## config.mk

```make
export PLATFORM = sky130hd
export DESIGN_NAME = coef_serial_port
export DESIGN_NICKNAME = d
export VERILOG_FILES = /design/src/rtl/coef_serial_pkg.sv /design/src/rtl/csp_sync.sv /design/src/rtl/csp_deframe.sv /design/src/rtl/csp_regbank.sv /design/src/rtl/coef_serial_port.sv
export SDC_FILE = /design/constraint.sdc
export NUM_CORES = 2
export LEC_CHECK = 0
export BUFFER_PORTS_ARGS = -buffer_cell sky130_fd_sc_hd__buf_2
export CAP_MARGIN = 20
export CORE_UTILIZATION = 40
export DETAILED_ROUTE_END_ITERATION = 8
export PLACE_DENSITY = 0.6
export SYNTH_ARGS = -nofsm -noshare
export SYNTH_HDL_FRONTEND = slang
export SYNTH_SLANG_ARGS = --single-unit
```

## constraint.sdc

```tcl
create_clock -name clk -period 6.6 [get_ports clk]
set_input_delay 1.98 -clock clk [delete_from_list [all_inputs] [get_ports clk]]
set_output_delay 1.98 -clock clk [all_outputs]
set_load 0.005 [all_outputs]
```

## src/rtl/coef_serial_pkg.sv

```systemverilog
`timescale 1ns/1ps
package coef_serial_pkg;
  localparam int unsigned ADDR_BITS   = 8;
  localparam int unsigned DATA_BITS   = 8;
  localparam int unsigned SYNC_STAGES = 2;
endpackage

```

## src/rtl/csp_sync.sv

```systemverilog
`timescale 1ns/1ps
// Per-bit multi-flop synchroniser; one chain per input wire.
module csp_sync #(
  parameter int unsigned WIDTH  = 3,
  parameter int unsigned STAGES = 2
) (
  input  logic             clk,
  input  logic             rst,
  input  logic [WIDTH-1:0] async_i,
  output logic [WIDTH-1:0] sync_o
);
  for (genvar g = 0; g < WIDTH; g++) begin : g_bit
    logic [STAGES-1:0] chain;
    always_ff @(posedge clk) begin
      if (rst) chain <= '0;
      else     chain <= {chain[STAGES-2:0], async_i[g]};
    end
    assign sync_o[g] = chain[STAGES-1];
  end
endmodule

```

## src/rtl/csp_deframe.sv

```systemverilog
`timescale 1ns/1ps
// Edge detection, shifting, bit counting and frame check on strobe.
module csp_deframe #(
  parameter int unsigned ADDR_W = 8,
  parameter int unsigned DATA_W = 8
) (
  input  logic              clk,
  input  logic              rst,
  input  logic              sck_s,
  input  logic              sdi_s,
  input  logic              sld_s,
  output logic              sck_rise,
  output logic              sld_rise,
  output logic              commit_v,
  output logic [ADDR_W-1:0] commit_addr,
  output logic [DATA_W-1:0] commit_data
);
  localparam int unsigned FRAME_W = ADDR_W + DATA_W;
  localparam int unsigned CNT_W   = $clog2(FRAME_W + 2);
  localparam logic [CNT_W-1:0] CNT_FULL = CNT_W'(FRAME_W);
  localparam logic [CNT_W-1:0] CNT_OVER = CNT_W'(FRAME_W + 1);

  logic               sck_q, sld_q;
  logic [FRAME_W-1:0] shreg;
  logic [CNT_W-1:0]   bit_cnt;

  always_ff @(posedge clk) begin
    if (rst) begin
      sck_q <= 1'b0;
      sld_q <= 1'b0;
    end else begin
      sck_q <= sck_s;
      sld_q <= sld_s;
    end
  end

  assign sck_rise = sck_s & ~sck_q;
  assign sld_rise = sld_s & ~sld_q;

  // The strobe wins over a coincident shift edge; the count saturates one
  // past a full frame so that any longer transfer is also rejected.
  always_ff @(posedge clk) begin
    if (rst) begin
      shreg       <= '0;
      bit_cnt     <= '0;
      commit_v    <= 1'b0;
      commit_addr <= '0;
      commit_data <= '0;
    end else begin
      commit_v <= 1'b0;
      if (sld_rise) begin
        bit_cnt <= '0;
        if (bit_cnt == CNT_FULL) begin
          commit_v    <= 1'b1;
          commit_addr <= shreg[FRAME_W-1 -: ADDR_W];
          commit_data <= shreg[DATA_W-1:0];
        end
      end else if (sck_rise) begin
        shreg <= {shreg[FRAME_W-2:0], sdi_s};
        if (bit_cnt != CNT_OVER) bit_cnt <= bit_cnt + 1'b1;
      end
    end
  end
endmodule

```

## src/rtl/csp_regbank.sv

```systemverilog
`timescale 1ns/1ps
// Byte register bank: storage without reset (RAM-inferable) plus one
// written flag per entry that gives the zero-after-reset view.
module csp_regbank #(
  parameter int unsigned ADDR_W = 8,
  parameter int unsigned DATA_W = 8
) (
  input  logic              clk,
  input  logic              rst,
  input  logic              wr_en,
  input  logic [ADDR_W-1:0] wr_addr,
  input  logic [DATA_W-1:0] wr_data,
  input  logic [ADDR_W-1:0] rd_addr,
  output logic [DATA_W-1:0] rd_data,
  output logic              update_o
);
  localparam int unsigned DEPTH = 1 << ADDR_W;

  logic [DATA_W-1:0] mem [DEPTH];
  logic [DATA_W-1:0] rd_q;
  logic [DEPTH-1:0]  written;
  logic              rd_ok_q;

  always_ff @(posedge clk) begin
    if (wr_en) mem[wr_addr] <= wr_data;
    rd_q <= mem[rd_addr];
  end

  always_ff @(posedge clk) begin
    if (rst) begin
      written  <= '0;
      rd_ok_q  <= 1'b0;
      update_o <= 1'b0;
    end else begin
      if (wr_en) written[wr_addr] <= 1'b1;
      rd_ok_q  <= written[rd_addr];
      update_o <= wr_en;
    end
  end

  assign rd_data = rd_ok_q ? rd_q : '0;
endmodule

```

## src/rtl/coef_serial_port.sv

```systemverilog
`timescale 1ns/1ps
module coef_serial_port #(
  parameter int unsigned ADDR_W      = coef_serial_pkg::ADDR_BITS,
  parameter int unsigned DATA_W      = coef_serial_pkg::DATA_BITS,
  parameter int unsigned SYNC_STAGES = coef_serial_pkg::SYNC_STAGES
) (
  input  logic              clk,
  input  logic              rst,
  input  logic              ser_clk_i,
  input  logic              ser_dat_i,
  input  logic              ser_ld_i,
  input  logic [ADDR_W-1:0] rd_addr_i,
  output logic [DATA_W-1:0] rd_data_o,
  output logic              update_o
);
  logic [2:0]        pins_s;
  logic              sck_rise, sld_rise, commit_v;
  logic [ADDR_W-1:0] commit_addr;
  logic [DATA_W-1:0] commit_data;

  csp_sync #(.WIDTH(3), .STAGES(SYNC_STAGES)) i_sync (
    .clk(clk), .rst(rst),
    .async_i({ser_ld_i, ser_dat_i, ser_clk_i}),
    .sync_o(pins_s)
  );

  csp_deframe #(.ADDR_W(ADDR_W), .DATA_W(DATA_W)) i_deframe (
    .clk(clk), .rst(rst),
    .sck_s(pins_s[0]), .sdi_s(pins_s[1]), .sld_s(pins_s[2]),
    .sck_rise(sck_rise), .sld_rise(sld_rise),
    .commit_v(commit_v), .commit_addr(commit_addr), .commit_data(commit_data)
  );

  csp_regbank #(.ADDR_W(ADDR_W), .DATA_W(DATA_W)) i_bank (
    .clk(clk), .rst(rst),
    .wr_en(commit_v), .wr_addr(commit_addr), .wr_data(commit_data),
    .rd_addr(rd_addr_i), .rd_data(rd_data_o), .update_o(update_o)
  );
endmodule

```

Word level (Yosys, flattened, before mapping) --
Memories as Yosys holds them, arrays and structs flattened. A register that Yosys moved wholly into a read port is not among the register bits. Index checks and enable logic that the tools add are counted.
Word-level totals: register bits 304, memory bits (writable) 2048, output and inout port bits 9, memories 1
Operators by class: add/sub/neg operators 1, $lt $le $gt $ge 3, eq/ne operators 2, muxes and demuxes 8, bitwise logic cells 6, reduce and logical (&&, ||, !) cells 6
Memory list:
- i_bank.mem | depth 256, width 8, read ports 1, clocked after memory_dff 1, write ports 1, RTL line csp_regbank.sv:19 | logic [DATA_W-1:0] mem [DEPTH];
Operator list (count):
- OR 256 bit | 1
- < comparator 8 x 9 -> 1 bit, second input constant | 2
- binary-select mux 1 bit (select 8 bit) | 1
- demux 1 bit (select 8 bit) | 1
- >= comparator 8 x 1 -> 1 bit, second input constant | 1
- 2-to-1 mux 8 bit | 1
- AND reduction 2 bit | 3
- adder 5 x 1 -> 5 bit, second input constant | 1
- == test 5 bit, second input constant | 1
- 2-to-1 mux 1 bit | 5
- inequality test 5 bit, second input constant | 1
- OR reduction 2 bit | 2
- NOT 1 bit | 3
- AND 1 bit | 2
- logical AND 1 bit | 1

Depth between registers and ports, before layout --
depth after elaboration 5, depth in mapped cells 12

Hierarchy --
From an unflattened synthesis, not the netlist that was laid out.
Second synthesis, totals: cells, all modules 4530, area, all modules 90341.6 um^2
By module, submodules not included:
- csp_regbank | instances 1, cells each 4330, area an instance 88502.4 um^2, seq. area each 66824.1 um^2
- csp_deframe | instances 1, cells each 185, area an instance 1659.1 um^2, seq. area each 800.8 um^2
- csp_sync | instances 1, cells each 15, area an instance 180.2 um^2, seq. area each 120.1 um^2

Worst setup path after synthesis --
Ideal clock, no wire load.
path kind reg2reg, start register i_deframe.commit_data[0], end memory i_bank.mem[0][0] (data pin), library setup time 0.856 ns, arrival time 3.397 ns, required time 5.744 ns, path slack 2.347 ns, cell stages (with the launch flop) 1, buffers on the path 0, period minus slack after synthesis 4.253 ns, path through dfxtp_1
RTL lines:
- from (decl) | RTL line csp_deframe.sv:16 | output logic [DATA_W-1:0] commit_data
- from (signal assigned) | RTL line csp_deframe.sv:56 | commit_data <= shreg[DATA_W-1:0];
- to (decl) | RTL line csp_regbank.sv:19
No word-level cell before the write port.

==> impl_summary.md <==
Status
The run finished with clean final reports.

Clocking
The total clock buffers created by CTS is 228. The H-tree level count is 4. The number of hold buffers added after CTS was 0. After clock tree synthesis, the clock-pin slew on the worst setup and hold paths is 0.06 ns.

Once the clock tree was built, the resizer swapped 0 gates to a different size. The CTS tree is done. The tree is rooted in a sky130_fd_sc_hd__clkbuf_16. Post-CTS timing repair inserted 0 buffers for setup. The longest clock path from root to sink contains 3 buffers. For the worst-skew pair, the clock arrives at the later sink with an insertion delay of 0.89 ns. The number of sinks driven by the clock tree is 2360.

Detailed routing
The number of antenna-violating nets in the routed design is 0. Detailed routing inserted a total of 44400 vias. The detailed router finished its first iteration with 4636 violations. For this run, the detailed router's first-pass iteration total came to 6. The via density per instance is 5.613. The post-detailed-route DRC marker count is 0. The routed wire length per instance is 28.57 µm. The overall routed net length is 226000 µm.

Global route
The via count of the first global-routing pass is 44750. The global-route wire length before repair is 326000 µm. For this run the aggregate overflow at the end of global routing stands at 0.

The largest net degree at the start of global routing is 258. The total routing usage reported by global routing is 19.78%. The initial antenna violation count came to 8.

Power and ir drop
The largest vdd supply drop is 0.2562 mV. Dividing total power by cell area gives a power density of 294.1 nW/µm². Summed over all cells, the static leakage comes to 32.54 nW.

Synthesis
The main flop type after synthesis is sky130_fd_sc_hd__edfxtp_1. In the post-synthesis netlist, the cell with the most instances is sky130_fd_sc_hd__edfxtp_1. After synthesis the netlist holds a flip-flop and latch count of 2360. The unique cell type count in the Yosys netlist is 46.

When the netlist entered floorplanning its net count stood at 4568. The number of warnings reported in the yosys synthesis log is 0. Ranked by instance count, the synthesized netlist is headed by sky130_fd_sc_hd__edfxtp_1, sky130_fd_sc_hd__nor2_1, sky130_fd_sc_hd__mux4_2. The combined area of all synthesized cells is 90370 µm². The number of synthesized flops with an enable pin is 2048. The synthesized design spends more area on one cell type than any other, namely sky130_fd_sc_hd__edfxtp_1. The average instance area after synthesis is 19.85 µm². The share of synthesized registers carrying an async set or reset is 0%. The synthesized design devotes to its leading area cell type 68.05% of total area. The gate count of the mapped netlist is 4552. By area the synthesized netlist is led by sky130_fd_sc_hd__edfxtp_1, sky130_fd_sc_hd__mux4_2, sky130_fd_sc_hd__dfxtp_1, sky130_fd_sc_hd__nor2_1, sky130_fd_sc_hd__mux2i_1. The sequential-to-total area share from yosys stat is 74.96%.

STA
The worst-case clock skew is 0.04740 ns. Counting I/O delays and the setup requirement, the final critical path takes 4.639 ns. The final worst-path cycle share is 70.29%.

The final-report max-slew violation count is 0. The remaining max-slew budget at the tightest pin is 0.4960%. The number of hold-slack violations in the final timing report is 0. Setup violations remaining at the end of the flow were counted as 0. The top achievable clock speed is 215.5 MHz. In the final timing run, aggregate negative setup slack is 0 ns.

The slew at the pin closest to its max-slew limit is 1.493 ns. Setup repair after global routing left no endpoint under its margin.

Floorplanning
The die covers 227800 µm². The row count is 174. The chip width is 477.3 µm. The total area inside the core boundary comes to 224700 µm². The starting density of the core is 40.22%.

The vertical die dimension is 477.3 µm. The boundary pin count is 22.

Layout
The final design utilization is 45.50%. The layout overhead on the synthesized area is 13.13%. The number of nets in the finished design is 4733. The filler cells instantiated in the layout total 18880. Cells with a size suffix above 1 make up 25.14% of the layout. The post-route standard cell area excluding fillers is 102200 µm².

Setup path
The category of the worst setup path capture point is a flop. By startpoint and endpoint, the worst setup path is classified as input port to flop. Among all stages on the critical path, the largest delay is contributed by sky130_fd_sc_hd__a211oi_1.

On the worst path, the slowest cell contributes a delay of 0.88 ns. STA classifies the critical path startpoint as an input port. The data required time of the critical path is 7.35 ns. The highest fanout seen on the critical path is 31. Data arrives at the worst endpoint at 5.39 ns. The critical path's top delay family is compound AO/OA/AOI/OAI gates. The critical path buffer and inverter count is 3. Walking the worst path, the cells encountered are buf_8 > buf_12 > buf_4 > mux4_2 > mux4_2 > a211oi_1 > a22o_1 > a211oi_1.

Placement
The final weighted congestion in routability-driven placement is 0.8243. The placement-stage cell area is 94600 µm². Summed over all nets, the half-perimeter wirelength after detailed placement is 135600 µm. Buffers placed on the I/O ports in this run total 21.

Flow run
The number of maximum-capacitance violations is 0.

Min path
The path class of the tightest hold or removal check is flop to flop.
[power by group]
group	switching (W)	internal [W]
Sequential	0.00000785	0.0160
Clock	0.00563	0.00735
Combinational	0.000617	0.000489
Total	0.00626	0.0238
[worst paths after layout]
path / slack (ns) / cells past startpoint / end / start
hold / removal: 0.44 / 1 / i_sync.g_bit[1].chain[1]$_SDFF_PP0_ / i_sync.g_bit[1].chain[0]$_SDFF_PP0_
setup reg to reg: 2.79 / 4 / i_bank.mem[38][3]$_DFFE_PP_ / i_deframe.commit_addr[1]$_SDFFE_PP0P_
hold reg to reg: 0.44 / 1 / i_sync.g_bit[1].chain[1]$_SDFF_PP0_ / i_sync.g_bit[1].chain[0]$_SDFF_PP0_
setup / recovery: 1.96 / 8 / i_bank.rd_q[3]$_DFF_P_ / rd_addr_i[0]
[registers in the layout, summed over array words and instances, names as in the netlist]
register,count
i_bank.mem,2048
i_bank.written,256
i_deframe.shreg,16
i_bank.rd_q,8
i_deframe.commit_addr,8
i_deframe.commit_data,8
i_sync.g_bit.chain,6
i_deframe.bit_cnt,5
i_bank.rd_ok_q,1
i_bank.update_o,1
i_deframe.commit_v,1
i_deframe.sck_q,1
i_deframe.sld_q,1
[cell usage in the layout (no fill, tap or decap), types with 4 or more instances in the layout]
master / count
sky130_fd_sc_hd__edfxtp_1: 2048
sky130_fd_sc_hd__nor2_1: 730
sky130_fd_sc_hd__mux4_2: 666
sky130_fd_sc_hd__dfxtp_1: 304
sky130_fd_sc_hd__clkbuf_16: 235
sky130_fd_sc_hd__buf_4: 123
sky130_fd_sc_hd__nand2_1: 109
sky130_fd_sc_hd__mux2i_1: 88
sky130_fd_sc_hd__clkbuf_1: 68
sky130_fd_sc_hd__a21oi_1: 42
sky130_fd_sc_hd__clkinv_2: 41
sky130_fd_sc_hd__o22ai_1: 37
sky130_fd_sc_hd__clkinv_1: 37
sky130_fd_sc_hd__a211oi_1: 36
sky130_fd_sc_hd__a22oi_1: 33
sky130_fd_sc_hd__buf_6: 31
sky130_fd_sc_hd__o21ba_2: 30
sky130_fd_sc_hd__nand3_1: 29
sky130_fd_sc_hd__nor2b_1: 28
sky130_fd_sc_hd__buf_12: 28
sky130_fd_sc_hd__bufinv_16: 16
sky130_fd_sc_hd__buf_2: 16
sky130_fd_sc_hd__clkbuf_8: 15
sky130_fd_sc_hd__nor3_1: 13
sky130_fd_sc_hd__nand4_1: 11
sky130_fd_sc_hd__o221ai_1: 11
sky130_fd_sc_hd__and2_1: 9
sky130_fd_sc_hd__a22o_1: 8
sky130_fd_sc_hd__dfxtp_4: 8
sky130_fd_sc_hd__inv_1: 5
sky130_fd_sc_hd__nand2b_1: 5
sky130_fd_sc_hd__o21ai_0: 5
sky130_fd_sc_hd__or2_2: 4
sky130_fd_sc_hd__inv_16: 4
[logic make-up after synthesis]
logic type,share of synthesized area (%)
buffers and inverters,1.495
muxes,17.57
DFF,74.96
xor gates and xnor gates,0.03877
and+or+nand+nor,4.184
AOI/OAI and AO/OA,1.703
adders and majority gates,0.04154
[per-layer routing]
layer	GRT usage, %	wire length, µm	part of all wire, %
met5	0	25	0.011
met4	6.879	7635	3.4
met3	3.486	14910	6.6
met2	31.71	108900	48
met1	27.26	94560	42
[cell type report]
class,count,area (µm²),share of cell area [%]
well taps,2992,3744,3.662
repair buffers,201,1958,1.915
flip-flops and latches,2360,67780,66.30
inverters,6,27.53,0.02693
diodes,3,7.507,0.007343
multi-input cells,1920,21270,20.81
clock inverters,111,1104,1.079
clock buffers,318,6342,6.204
[stage by stage]
stage | setup slack (ns) | std cells | hold WS, ns | total power [W]
final | 1.961 | 7911 | 0.4420 | 0.03007
after global placement | 0.9651 | 7437 | 0.4316 | 0.01742
after detailed placement | 1.015 | 7461 | 0.4292 | 0.01742
after CTS | 1.960 | 7890 | 0.4499 | 0.03029
after global routing | 1.843 | 7910 | 0.4751 | 0.03086
after floorplan | 2.347 | 4552 | 0.4138 | 0.01705
No activity file was read; power rests on OpenSTA's default activity.
